===== config.mk =====
export PLATFORM = sky130hd
export DESIGN_NAME = rx_mode_ctrl
export DESIGN_NICKNAME = d
export VERILOG_FILES = /design/src/rtl/rx_mode_pkg.sv /design/src/rtl/rx_mode_req_decode.sv /design/src/rtl/rx_mode_fsm.sv /design/src/rtl/rx_mode_outreg.sv /design/src/rtl/rx_mode_ctrl.sv
export SDC_FILE = /design/constraint.sdc
export NUM_CORES = 1
export LEC_CHECK = 0
export BUFFER_PORTS_ARGS = -buffer_cell sky130_fd_sc_hd__buf_4
export CELL_PAD_IN_SITES_DETAIL_PLACEMENT = 0
export CELL_PAD_IN_SITES_GLOBAL_PLACEMENT = 1
export CORE_MARGIN = 10
export CORE_UTILIZATION = 25
export DETAILED_ROUTE_END_ITERATION = 12
export HOLD_SLACK_MARGIN = 0.02
export PLACE_DENSITY_LB_ADDON = 0.1
export SETUP_SLACK_MARGIN = 0.4
export SYNTH_ARGS = -nofsm -noshare
export SYNTH_HDL_FRONTEND = slang
export SYNTH_SLANG_ARGS = --single-unit

===== constraint.sdc =====
create_clock -name clk -period 4.51 [get_ports clk]
set_input_delay 0 -clock clk [delete_from_list [all_inputs] [get_ports clk]]
set_output_delay 0 -clock clk [all_outputs]
set_load 0.1 [all_outputs]

===== src/rtl/rx_mode_pkg.sv =====
package rx_mode_pkg;

  localparam int MODE_W = 3;

  typedef enum logic [MODE_W-1:0] {
    M_SLEEP = 3'd0,
    M_INIT  = 3'd1,
    M_SLAVE = 3'd2,
    M_POLL  = 3'd3,
    M_RUNWU = 3'd4,
    M_HOLD  = 3'd5
  } mode_e;

  // Decoded, prioritised requests from the register bits.
  typedef struct packed {
    logic go_idle;     // both mode bits low
    logic go_hold;     // hold request, not overridden by idle
    logic want_poll;   // polling path selected
    logic want_slave;  // slave path selected
  } req_t;

  typedef struct packed {
    logic wu_found;
    logic wu_chk_done;
    logic eom_found;
    logic poll_timeout;
    logic init_done;
  } strobe_t;

endpackage


===== src/rtl/rx_mode_req_decode.sv =====
module rx_mode_req_decode
  import rx_mode_pkg::*;
(
  input  logic clk,
  input  logic rst,
  input  logic slv_rx_en,
  input  logic poll_mode_sel,
  input  logic hold_req,
  output req_t req
);

  always_comb begin
    req.go_idle    = !poll_mode_sel && !slv_rx_en;
    req.go_hold    = hold_req && !req.go_idle;
    req.want_poll  = poll_mode_sel;
    req.want_slave = !poll_mode_sel && slv_rx_en;
  end

  // exactly one of idle / poll / slave is requested at a time
  a_r12_req_exclusive: assert property (@(posedge clk) disable iff (rst)
    $countones({req.go_idle, req.want_poll, req.want_slave}) == 1);

  // hold never survives an idle request
  a_r12_idle_over_hold: assert property (@(posedge clk) disable iff (rst)
    (!poll_mode_sel && !slv_rx_en) |-> !req.go_hold);

endmodule


===== src/rtl/rx_mode_fsm.sv =====
module rx_mode_fsm
  import rx_mode_pkg::*;
(
  input  logic    clk,
  input  logic    rst,
  input  req_t    req,
  input  strobe_t stb,
  output mode_e   state,
  output mode_e   state_nxt
);

  logic wu_match;
  logic run_end;

  assign wu_match = stb.wu_chk_done && stb.wu_found;
  assign run_end  = stb.eom_found || stb.poll_timeout;

  always_comb begin
    state_nxt = state;
    unique case (state)
      M_SLEEP: begin
        if (!req.go_idle) state_nxt = M_INIT;
      end
      M_INIT: begin
        if (req.go_idle)         state_nxt = M_SLEEP;
        else if (req.go_hold)    state_nxt = M_HOLD;
        else if (stb.init_done)  state_nxt = req.want_poll ? M_POLL : M_SLAVE;
      end
      M_SLAVE: begin
        if (req.go_idle)         state_nxt = M_SLEEP;
        else if (req.go_hold)    state_nxt = M_HOLD;
        else if (req.want_poll)  state_nxt = M_INIT;
      end
      M_POLL: begin
        if (req.go_idle)         state_nxt = M_SLEEP;
        else if (req.go_hold)    state_nxt = M_HOLD;
        else if (req.want_slave) state_nxt = M_INIT;
        else if (wu_match)       state_nxt = M_RUNWU;
      end
      M_RUNWU: begin
        if (req.go_idle)         state_nxt = M_SLEEP;
        else if (req.go_hold)    state_nxt = M_HOLD;
        else if (req.want_slave) state_nxt = M_INIT;
        else if (run_end)        state_nxt = M_POLL;
      end
      M_HOLD: begin
        if (req.go_idle)         state_nxt = M_SLEEP;
        else if (!req.go_hold)   state_nxt = M_INIT;
      end
      default: state_nxt = M_SLEEP;
    endcase
  end

  always_ff @(posedge clk) begin
    if (rst) state <= M_SLEEP;
    else     state <= state_nxt;
  end

  // idle request empties any active state within one clock
  a_r7_idle_to_sleep: assert property (@(posedge clk) disable iff (rst)
    (state != M_SLEEP && req.go_idle) |=> state == M_SLEEP);

  // matched wake-up check leaves polling for continuous reception
  a_r5_poll_to_runwu: assert property (@(posedge clk) disable iff (rst)
    (state == M_POLL && !req.go_idle && !req.go_hold && req.want_poll && wu_match)
    |=> state == M_RUNWU);

  // end of message or timeout (either or both) returns to polling
  a_r6_runwu_return: assert property (@(posedge clk) disable iff (rst)
    (state == M_RUNWU && req.want_poll && !req.go_hold && run_end)
    |=> state == M_POLL);

  // run-after-wake-up is entered only from polling
  a_r9_runwu_only_from_poll: assert property (@(posedge clk) disable iff (rst)
    (state != M_POLL && state != M_RUNWU) |=> state != M_RUNWU);

  // hold is reached only from an active state
  a_r11_hold_entry: assert property (@(posedge clk) disable iff (rst)
    (state == M_SLEEP) |=> state != M_HOLD);

endmodule


===== src/rtl/rx_mode_outreg.sv =====
module rx_mode_outreg
  import rx_mode_pkg::*;
(
  input  logic              clk,
  input  logic              rst,
  input  mode_e             state,
  input  mode_e             state_nxt,
  output logic [MODE_W-1:0] mode_code,
  output logic              rx_init_pulse,
  output logic              rx_active,
  output logic              poll_active,
  output logic              cfg_wr_ok
);

  always_ff @(posedge clk) begin
    if (rst) begin
      mode_code     <= M_SLEEP;
      rx_init_pulse <= 1'b0;
      rx_active     <= 1'b0;
      poll_active   <= 1'b0;
      cfg_wr_ok     <= 1'b1;
    end else begin
      mode_code     <= state_nxt;
      rx_init_pulse <= (state_nxt == M_INIT) && (state != M_INIT);
      rx_active     <= (state_nxt == M_SLAVE) || (state_nxt == M_RUNWU);
      poll_active   <= (state_nxt == M_POLL);
      cfg_wr_ok     <= (state_nxt == M_SLEEP) || (state_nxt == M_HOLD);
    end
  end

  // pulse never lasts two clocks
  a_r8_pulse_single: assert property (@(posedge clk) disable iff (rst)
    rx_init_pulse |=> !rx_init_pulse);

  // a pulse-less init cycle must be a continuation of init
  a_r8_pulse_on_entry: assert property (@(posedge clk) disable iff (rst)
    (mode_code == M_INIT && !rx_init_pulse) |-> $past(mode_code) == M_INIT);

  // permit only in idle modes
  a_r10_cfg_idle_only: assert property (@(posedge clk) disable iff (rst)
    cfg_wr_ok |-> (mode_code == M_SLEEP || mode_code == M_HOLD));

  // polling and continuous reception never overlap
  a_r4_flags_exclusive: assert property (@(posedge clk) disable iff (rst)
    $onehot0({rx_active, poll_active, cfg_wr_ok}));

endmodule


===== src/rtl/rx_mode_ctrl.sv =====
module rx_mode_ctrl
  import rx_mode_pkg::*;
(
  input  logic              clk,
  input  logic              rst,
  input  logic              slv_rx_en,
  input  logic              poll_mode_sel,
  input  logic              hold_req,
  input  logic              init_done,
  input  logic              wu_found,
  input  logic              wu_chk_done,
  input  logic              eom_found,
  input  logic              poll_timeout,
  output logic [MODE_W-1:0] mode_code,
  output logic              rx_init_pulse,
  output logic              rx_active,
  output logic              poll_active,
  output logic              cfg_wr_ok
);

  req_t    req;
  strobe_t stb;
  mode_e   state;
  mode_e   state_nxt;

  assign stb.wu_found     = wu_found;
  assign stb.wu_chk_done  = wu_chk_done;
  assign stb.eom_found    = eom_found;
  assign stb.poll_timeout = poll_timeout;
  assign stb.init_done    = init_done;

  rx_mode_req_decode u_decode (
    .clk           (clk),
    .rst           (rst),
    .slv_rx_en     (slv_rx_en),
    .poll_mode_sel (poll_mode_sel),
    .hold_req      (hold_req),
    .req           (req)
  );

  rx_mode_fsm u_fsm (
    .clk       (clk),
    .rst       (rst),
    .req       (req),
    .stb       (stb),
    .state     (state),
    .state_nxt (state_nxt)
  );

  rx_mode_outreg u_out (
    .clk           (clk),
    .rst           (rst),
    .state         (state),
    .state_nxt     (state_nxt),
    .mode_code     (mode_code),
    .rx_init_pulse (rx_init_pulse),
    .rx_active     (rx_active),
    .poll_active   (poll_active),
    .cfg_wr_ok     (cfg_wr_ok)
  );

  // slave path always enters through init
  a_r2_slave_via_init: assert property (@(posedge clk) disable iff (rst)
    (mode_code != M_SLAVE && mode_code != M_INIT) |=> mode_code != M_SLAVE);

  // leaving hold for an active mode goes through init
  a_r11_hold_exit: assert property (@(posedge clk) disable iff (rst)
    (mode_code == M_HOLD) |=> (mode_code == M_HOLD || mode_code == M_INIT
                               || mode_code == M_SLEEP));

endmodule


---- Yosys cells after proc, flatten, opt, wreduce, memory -nomap -nowiden ----
Cells that the tools add are included.
word-level totals
  bits in registers ....................... 7
  output and inout port bits .............. 7
  word-level logic and storage cells ...... 48
cells by class
  eq/ne operators ......................... 11
  muxes and demuxes ....................... 19
  reductions and logical operators ........ 13
operators by type and width
  operator                                                                 number
  3-bit 2-to-1 mux                                                         17
  3-bit one-hot mux with 6 select lines                                    1
  3-bit by 2-bit == test with 1-bit output, second input constant          4
  3-bit == test, second input constant                                     4
  3-bit by 1-bit == test with 1-bit output, second input constant          2
  3-bit zero test                                                          2
  1-bit logical AND                                                        5
  1-bit zero test                                                          3
  1-bit logical OR                                                         3
  3-bit by 1-bit inequality test with 1-bit output, second input constant  1
  1-bit 2-to-1 mux                                                         1

---- Longest topological paths before layout ----
Gate-level depths: netlist (run 1).
  depth in word-level cells ............... 9
  gate-level depth with buffers ........... 6

---- By module ----
From an unflattened synthesis (run 1), not the netlist that was laid out.
second synthesis, totals
  cells, all modules ...................... 54
  area total of the unflattened synthesis .. 529.3 µm²
by module, submodules not included
  module              instances  cells each  area each (µm²)  sequential area each (µm²)
  rx_mode_fsm         1          33          270.3            60.1
  rx_mode_outreg      1          17          234.0            140.1
  rx_mode_req_decode  1          4           25.0             0.0

---- Worst setup path after synthesis (run 1) ----
Ideal clock, no wire load.
  path kind ............................... reg2reg
  start ................................... register u_fsm.state[2]
  end ..................................... register u_out.rx_active
  setup time .............................. 0.126 ns
  arrival ................................. 2.012 ns
  data required time ...................... 4.384 ns
  slack ................................... 2.372 ns
  stages on the path, launching flop included .. 7
  path buffers ............................ 1
  clock period less this slack ............ 2.138 ns
  cell sequence ........................... dfxtp_1 buf_6 nand2b_1 o21ai_0 a221oi_1 o21ai_2 nor3b_2
between the ends
  word-level cells in the longest chain between the ends .. 7
  elaborated cells on any way between the ends .. 27
  those cells by class .................... eq/ne: 7; mux: 18; reduce/logical: 2
RTL lines
  item                                                                       RTL line                              RTL
  start, declared                                                            rx_mode_fsm.sv:8                      output mode_e state,
  start signal, assigned                                                     rx_mode_fsm.sv:56                     else state <= state_nxt;
  3-bit 2-to-1 mux (on tied branches)                                        rx_mode_fsm.sv:44, rx_mode_fsm.sv:38
  3-bit 2-to-1 mux (on tied branches)                                        rx_mode_fsm.sv:43, rx_mode_fsm.sv:37
  3-bit 2-to-1 mux (on tied branches)                                        rx_mode_fsm.sv:42, rx_mode_fsm.sv:36
  3-bit 2-to-1 mux (on tied branches)                                        rx_mode_fsm.sv:41, rx_mode_fsm.sv:35
  3-bit one-hot mux with 6 select lines (*)                                  rx_mode_fsm.sv:20                     unique case (state)
  3-bit by 2-bit == test with 1-bit output or 3-bit == test (tied branches)  rx_mode_outreg.sv:25                  rx_active <= (state_nxt == M_SLAVE) || (state_nxt == M_RUNWU);
  1-bit logical OR (*)                                                       rx_mode_outreg.sv:25
  end signal, assigned                                                       rx_mode_outreg.sv:25
  end, declared                                                              rx_mode_outreg.sv:10                  output logic rx_active,
Mark *: on every way between the ends. The rest lies on a longest branch, timed or not.
A chain may end at the register's enable or synchronous reset.

---- Worst setup path after layout (run 1) ----
Ends and elaborated chain as after synthesis.

==> impl_metrics.toml, run 1 <==
[status]
status = "completed"

[logic_synthesis]
synth-seq-cells = 7
yosys_warnings = 0
synth_top_area_share_pct = 31.82
syn-instance-count = 47
ys_types = 26
synthTopCellsByArea = "dfxtp_1 32%, nor3_1 5.7%, buf_6 5.1%"
syn_area_sq_um = 440.4
synth-seq-area-share_pct = 31.82
syn_avg_cell_area_sq_um = 9.371
syn_nets = 57
synth_top_area_cell = "dfxtp_1"

[floorplan]
start_util_pct = 26.07
die-area_sq_um = 3840
core_region_area_sq_um = 1689
ioPinCount = 17
die_w_microns = 61.97
die_h_microns = 61.97
num_rows = 15

[global_route]
grt_max_degree = 12
use_met3_pct = 3.049
grt_usage_pct = 6.851
grt_pass1_wl_microns = 1959
grt-ovfl-total = 0
busiest_layer = "met2"
use_met2_pct = 10.23
met1_usage_pct = 7.595
grt_pass1_vias = 448
antenna_found_initial = 0

[detailed_routing]
routed_wl_microns = 1194
avgViaCountPerCell = 5.378
drt_first_iter_violations = 7
ant_nets = 0
firstDrtPassIters = 6
drc_errors = 0
wl_per_cell_microns = 14.56
vias = 441

[clock_tree]
post_cts_resized = 0
cts.sink_count = 7
clkLatencyLatePin_ns = 0.25
path_clk_slew_ns = 0.05
cts_buffers = 3
post_cts_buffers = 0
htreeDepth = 1
ctsRootBufferMaster = "clkbuf_4"
clock_path_buffers = 2
tritoncts = "done"

[setup_path]
cp.required_ns = 4.64
slowest_delay_ns = 0.55
worst-path-max-fanout = 11
crit_type = "flop to flop"
cp.arrival_ns = 1.84
worstPathCellList = "nand2b_1, o21ai_0, a221oi_1, o21ai_2, nor3b_2"
cp_slowest_cell = "dfxtp_1"
crit_path_end_kind = "flop"
startpoint_type = "flop"

[sta]
setup_tns_ns = 0
rsz0062_at_grt = "no"
timing.final.crit_share_pct = 37.86
fmax_mhz = 585.6
setup_viol = 0
max_slew_margin_pct = 62.95
tightest_slew_ns = 0.5507
finalMaxSlewViolations = 0
hold_viol_final = 0
fin_skew_ns = 0.004000
hold_slack_ns = 0.09492
min_period_ns = 1.708

[place]
dp_hpwl_microns = 970.2
finalWeightedCongestion = 0.7249
io_buffer_count = 16

[power_and_ir_drop]
ir_drop_uv = 78.34
power_density_nw_per_um2 = 320.3
p_leak_uw = 0.0002389

[cells_and_area]
final_common_cell = "buf_4"
drive_gt1_share_pct = 41.54
final_cell_mix = "16 x buf_4, 7 x dfxtp_1, 6 x nor2_1"
syn2layout_area_growth_pct = 33.52
final_nets = 76
antenna_cells = 0
fillers = 179
seq_area_sq_um = 140.1
multi_input_area_sq_um = 266.5

[run]
drv_cap = 0

[min_path]
hold_path_class = "input port to flop"
[what timing repair did]
item,in CTS,in global routing
setup endpoints to repair,0,0
hold endpoints to repair,3,0
hold buffers,1,0
[final timing paths]
check	slack, ns	start	to	cells past startpoint
hold reg to reg	0.81	u_fsm.state[1]	u_fsm.state[2]	3
hold / removal	0.09	hold_req	u_fsm.state[1]	3
setup reg to reg	2.80	u_fsm.state[2]	u_out.rx_active	5
setup / recovery	2.80	u_fsm.state[2]	u_out.rx_active	5
[flip-flops by register name, summed over array words and instances (netlist names)]
register and count:
u_out.rx_init_pulse 1, u_out.rx_active 1, u_out.cfg_wr_ok 1, u_fsm.state 3, u_out.poll_active 1
[cell type report]
type                            instances  area share, %
Tap cell                               17          3.617
Clock buffer                            4          4.468
Timing Repair Buffer                   17          22.13
Inverter                                1         0.6383
Multi-Input combinational cell         36          45.32
Sequential cell                         7          23.83
[kinds of logic after synthesis]
group           count (synthesis)  share of synthesized area (%)
buf+inv                         4                          7.670
compound gates                 10                          16.48
simple gates                   26                          44.03
flops                           7                          31.82
[synth_stat cells]
cell      n
nand2b_2  1
nand2b_1  2
inv_1     1
nor3b_2   1
nand3b_1  1
dfxtp_1   7
o311a_1   1
o21ai_2   1
nor4_4    1
o21ai_0   4
a211oi_1  1
nand4_1   1
nor4_1    1
nor2_1    6
o32ai_1   1
o221ai_1  1
nor4b_2   1
and4_4    1
and4bb_2  1
a221oi_1  1
buf_4     1
and2_1    1
buf_6     2
nor3_1    5
nor3b_1   2
or3_4     1
[through the flow]
stage	cell area (sq um)	util [%]	cells	total power (uW)	setup slack [ns]
floorplan	440.4	-	47	116.2	2.372
finish	588.1	34.81	82	188.3	2.802
detailed placement	551.8	32.67	77	132.2	2.819
global route	588.1	34.81	82	198.1	2.631
global placement	551.8	32.67	77	133.3	2.767
CTS	588.1	34.81	82	189.9	2.796
[metal layers]
metal	wire length, microns	vias up
li1	-	219
met1	510	200
met2	500	17
met3	152	5
met4	30	0
met5	0	-
[power breakdown]
group	internal, uW	switching [uW]	leakage (uW)
combinational	20.0	41.3	0.000166
sequential	65.6	4.32	0.0000575
clock	33.8	23.4	0.0000150
total	119	69.0	0.000239
[critical path: cells and delay by family, from the launching register on]
kind / cells / cell delay [ns]
DFF: 1 / 0.55
AOI/OAI and AO/OA: 3 / 0.71
and+or+nand+nor: 2 / 0.32
No activity file was read; power rests on OpenSTA's default activity.
==> run 2: changes to the inputs <==
clock period = 1.54 ns   (was 4.51 ns; I/O delays follow)
==> run 2 against run 1 <==
  * Worst setup slack got worse by 2.7 ns
  * Highest routed layer unchanged
  * Die area unchanged
  * Core utilization increased by 8.7 points
  * Register-to-register slack got worse by 2.7 ns
  * First-iteration DRC count increased by 14%
  * Critical path depth increased by 1
  * Clock power increased to 2.8 times the previous value
==> impl_metrics.toml, run 2 (same netlist as run 1, synthesis figures left out) <==
[status]
status = "completed"

[power_and_ir_drop]
p_seq_share_pct = 34.3
ir_drop_uv = 289.5
switching_share_pct = 36.13
internal_power_uw = 372.4
power_density_nw_per_um2 = 792.5
comb_power_share_pct = 37.9
clock_power_share_pct = 27.8
power_switching_uw = 210.7
p_leak_uw = 0.0003056

[floorplan]
ioPinCount = 17
core_region_area_sq_um = 1689
die_h_microns = 61.97
die-area_sq_um = 3840
start_util_pct = 26.07
num_rows = 15
die_w_microns = 61.97

[setup_path]
crit_end = "u_out.rx_init_pulse"
worstReg2RegStart = "u_fsm.state[0]"
cp.arrival_ns = 1.62
crit_start = "u_fsm.state[0]"
startpoint_type = "flop"
cp.required_ns = 1.71
r2r_slack_ns = 0.09
crit_path_end_kind = "flop"
rr_endpoint = "u_out.rx_init_pulse"
r2r_cells = 6
crit_type = "flop to flop"
worst-path-max-fanout = 6

[clock_tree]
cts_buffers = 3
cts.sink_count = 7
clkLatencyLatePin_ns = 0.25
clock_path_buffers = 2
ctsRootBufferMaster = "clkbuf_4"
path_clk_slew_ns = 0.05
htreeDepth = 1
tritoncts = "done"

[place]
io_buffer_count = 16
dp_hpwl_microns = 1038
finalWeightedCongestion = 0.7575
dp.cells = 80

[sta]
hold_viol_final = 0
tightest_slew_ns = 0.3133
fin_skew_ns = 0.006451
hold_slack_ns = 0.1739
setup_viol = 0
finalMaxSlewViolations = 0
min_period_ns = 1.455
max_slew_margin_pct = 79.05
fmax_mhz = 687.3
rsz0062_at_grt = "yes"
timing.final.crit_share_pct = 94.48

[cells_and_area]
final_util_pct = 43.56
syn2layout_area_growth_pct = 67.05
final_cell_mix = "23 x buf_4, 5 x nor2_1, 4 x nor3_1, 4 x buf_6, 4 x dfxtp_1"
final_nets = 87
final_cells = 93
regMostFlops = "u_fsm.state"
largest_register_ff_count = 3
antenna_cells = 0
final_common_cell = "buf_4"
drive_gt1_share_pct = 63.16

[global_route]
grt_pass1_wl_microns = 2256
busiest_layer = "met2"
grt-ovfl-total = 0
grt_pass1_vias = 501
grt_usage_pct = 7.969
use_met2_pct = 11.99
met1_usage_pct = 9.101
grt_max_degree = 10
antenna_found_initial = 0
use_met3_pct = 3.455

[min_path]
hold_path_class = "input port to flop"
min-delay-start = "poll_timeout"

[detailed_routing]
avgViaCountPerCell = 5.043
drc_errors = 0
vias = 469
firstDrtPassIters = 4
wl_per_cell_microns = 14.65
ant_nets = 0
drt_first_iter_violations = 8
routed_wl_microns = 1362

[run]
drv_cap = 0
-- run 2: changes by cell type in the layout (fill, tap and decap cells not counted), moves of 2 or more --
cell and delta:
nor3b_2 +2, nor3b_1 -2, dfxtp_1 -3, buf_6 +4
buf_4 +7, dfxtp_4 +3
-- run 2: what timing repair did --
action / 4_1_cts / 5_1_grt
buffers inserted: 8 / 0
resized for setup: 8 / 4
endpoints found under the setup margin: 7 / 10
hold buffers: 1 / 0
pin swaps: 3 / 1
endpoints found under the hold margin: 3 / 0
-- run 2: final cells by class --
cell class,count,area (sq um)
timing repair buffer,28,227.7
inverter,1,3.754
multi-input combinational,36,305.3
fill,168,953.4
sequential,7,151.4
tap,17,21.27
clock buffer,4,26.28
-- run 2: power groups by stage --
stage | Combinational (uW) | Sequential [uW] | Clock (uW)
6_report | 221 | 200 | 162
4_1_cts | 217 | 200 | 165
3_3_place_gp | 190 | 205 | 0
5_1_grt | 235 | 201 | 172
3_5_place_dp | 188 | 205 | 0
2_1_floorplan | 64.7 | 276 | 0
-- run 2: per-layer routing --
metal / vias up / part of all wire (%)
li1: 240 / -
met1: 208 / 45
met2: 17 / 42
met3: 4 / 11
met4: 0 / 2.3
met5: - / 0
-- run 2: worst min-delay path by stage --
stage	cells after the start	end
after floorplan	1	u_fsm.state[2]
after global placement	2	u_fsm.state[2]
after detailed placement	2	u_fsm.state[2]
after CTS	4	u_out.rx_init_pulse
after global routing	4	u_out.rx_init_pulse
final	4	u_fsm.state[2]
-- run 2: critical path: stages (launching register included) --
cell and delay, ns:
dfxtp_4 0.37, buf_6 0.10, nor2_2 0.03, o311a_4 0.35
nor4_4 0.27, nand2b_2 0.12, nor3_1 0.13
-- run 2: per-stage QoR --
stage	setup slack (ns)	area (sq um)	total power, uW	TNS, ns
global route	0.01380	735.7	608.9	0
CTS	0.07718	720.7	581.4	0
finish	0.08505	735.7	583.0	0
detailed placement	-0.008780	591.8	392.5	-0.008780
global placement	0.03042	591.8	394.6	0
floorplan	-0.06716	461.7	340.9	-0.1814
==> run 3: changes to the inputs <==
CORE_UTILIZATION = 29   (was 25)
==> run 3 against run 2 <==
  * Non-clock buffer count decreased by 1
  * Critical path depth unchanged
  * Wire length decreased by 1.2%
==> impl_metrics.toml, run 3 (same netlist as run 1, synthesis figures left out) <==
[floorplan]
core_region_area_sq_um = 1471
die-area_sq_um = 3477
start_util_pct = 29.93
ioPinCount = 17
die_h_microns = 58.97
num_rows = 14
die_w_microns = 58.97

[clock_tree]
cts.sink_count = 7
tritoncts = "done"
path_clk_slew_ns = 0.05
cts_buffers = 3
htreeDepth = 1
clkLatencyLatePin_ns = 0.25
clock_path_buffers = 2
ctsRootBufferMaster = "clkbuf_4"

[setup_path]
worstReg2RegStart = "u_fsm.state[0]"
cp.arrival_ns = 1.63
startpoint_type = "flop"
r2r_cells = 6
worst-path-max-fanout = 6
rr_endpoint = "u_out.poll_active"
cp.required_ns = 1.71
crit_path_end_kind = "flop"
crit_type = "flop to flop"
r2r_slack_ns = 0.09

[detailed_routing]
vias = 465
dr.max_layer_used = "met4"
ant_nets = 0
drt_first_iter_violations = 9
routed_wl_microns = 1345
wl_met1_microns = 565
wl_met2_microns = 646
drc_errors = 0
avgViaCountPerCell = 5.110
firstDrtPassIters = 4
met3_length_microns = 125
wl_per_cell_microns = 14.78

[global_route]
grt_pass1_wl_microns = 2235
grt_usage_pct = 8.305
grt-ovfl-total = 0
antenna_found_initial = 0
grt_pass1_vias = 497
grt_max_degree = 12

[min_path]
hold_depth = 3
min-delay-start = "hold_req"
min_to = "u_fsm.state[1]"
hold_path_class = "input port to flop"

[cells_and_area]
final_cells = 91
regMostFlops = "u_fsm.state"
final_area_sq_um = 732.0
final_nets = 86
syn2layout_area_growth_pct = 66.19
largest_register_ff_count = 3
final_common_cell = "buf_4"
final_cell_mix = "24 x buf_4, 5 x nor2_1, 4 x dfxtp_1"
final_util_pct = 49.74
antenna_cells = 0
drive_gt1_share_pct = 62.67

[power_and_ir_drop]
p_leak_uw = 0.0003031
power_density_nw_per_um2 = 806.4
ir_drop_uv = 224.4

[sta]
fin_skew_ns = 0.00008560
setup_viol = 0
timing.final.crit_share_pct = 94.42
max_slew_margin_pct = 73.64
finalMaxSlewViolations = 0
fmax_mhz = 687.7
min_period_ns = 1.454
tightest_slew_ns = 0.3913
hold_viol_final = 0
setup_tns_ns = 0
rsz0062_at_grt = "yes"

[place]
placed_area_sq_um = 590.6
finalWeightedCongestion = 0.7852
io_buffer_count = 16
dp_hpwl_microns = 980.7
dp.cells = 79

[status]
status = "completed"

[run]
drv_cap = 0
## run 3: cell types whose count changed in the layout (fill, tap and decap cells not counted)
cell,delta
a221oi_4,+1
buf_4,+1
nor3b_2,-1
o21ai_4,+1
buf_6,-2
o311a_1,+1
a221oi_2,-1
nor3_2,+2
nor3b_1,+1
o21ai_2,-1
nor3_1,-2
o311a_4,-1
## run 3: metrics by stage
| step | power [uW] | worst slack [ns] | hold slack (ns) |
|---|---|---|---|
| 2_1_floorplan | 340.9 | -0.06716 | 0.06270 |
| 4_1_cts | 585.3 | 0.08388 | 0.1024 |
| 3_5_place_dp | 392.3 | -0.002432 | 0.1900 |
| 5_1_grt | 621.7 | 0.002862 | 0.1101 |
| 6_report | 590.2 | 0.08588 | 0.1037 |
| 3_3_place_gp | 394.0 | 0.04618 | 0.1904 |
## run 3: critical path: stages (launching register included)
cell      delay (ns)
dfxtp_4         0.37
buf_6           0.10
nor2_2          0.03
o311a_1         0.35
nor4_4          0.28
nand2b_2        0.13
nor3_2          0.12
## run 3: worst max path at each step
stage	depth (start not counted)	endpoint	startpoint	slack (ns)
after floorplan	6	u_out.rx_active	u_fsm.state[2]	-0.07
after global placement	5	u_out.poll_active	u_fsm.state[0]	0.05
after detailed placement	5	u_out.poll_active	u_fsm.state[0]	-0.002
after CTS	6	u_out.rx_init_pulse	u_fsm.state[0]	0.08
after global routing	5	u_out.rx_active	u_fsm.state[1]	0.003
final	6	u_out.poll_active	u_fsm.state[0]	0.09
## run 3: metal layers
metal,global-route usage (%),vias up
met5,0,-
met4,3.934,0
met3,4.077,2
met2,13.51,16
met1,8.738,212
li1,-,235
## run 3: where the power goes
part	internal [uW]	switching (uW)	total [uW]
Clock	98.7	64.9	164
Combinational	85.7	141	227
Sequential	190	10.0	200
## run 3: what timing repair did
item	CTS	global route
hold endpoints to repair	3	0
buffers inserted	6	1
pin swaps	2	1
hold buffers	1	0
gates resized for setup	9	3
setup endpoints to repair	6	8
## run 3: area by class of cell
| cell class | count | area (sq um) |
|---|---|---|
| Clock buffer | 4 | 26.28 |
| Fill cell | 157 | 739.5 |
| Inverter | 1 | 3.754 |
| Multi-Input combinational cell | 36 | 317.8 |
| Sequential cell | 7 | 151.4 |
| Tap cell | 16 | 20.02 |
| Timing Repair Buffer | 27 | 212.7 |
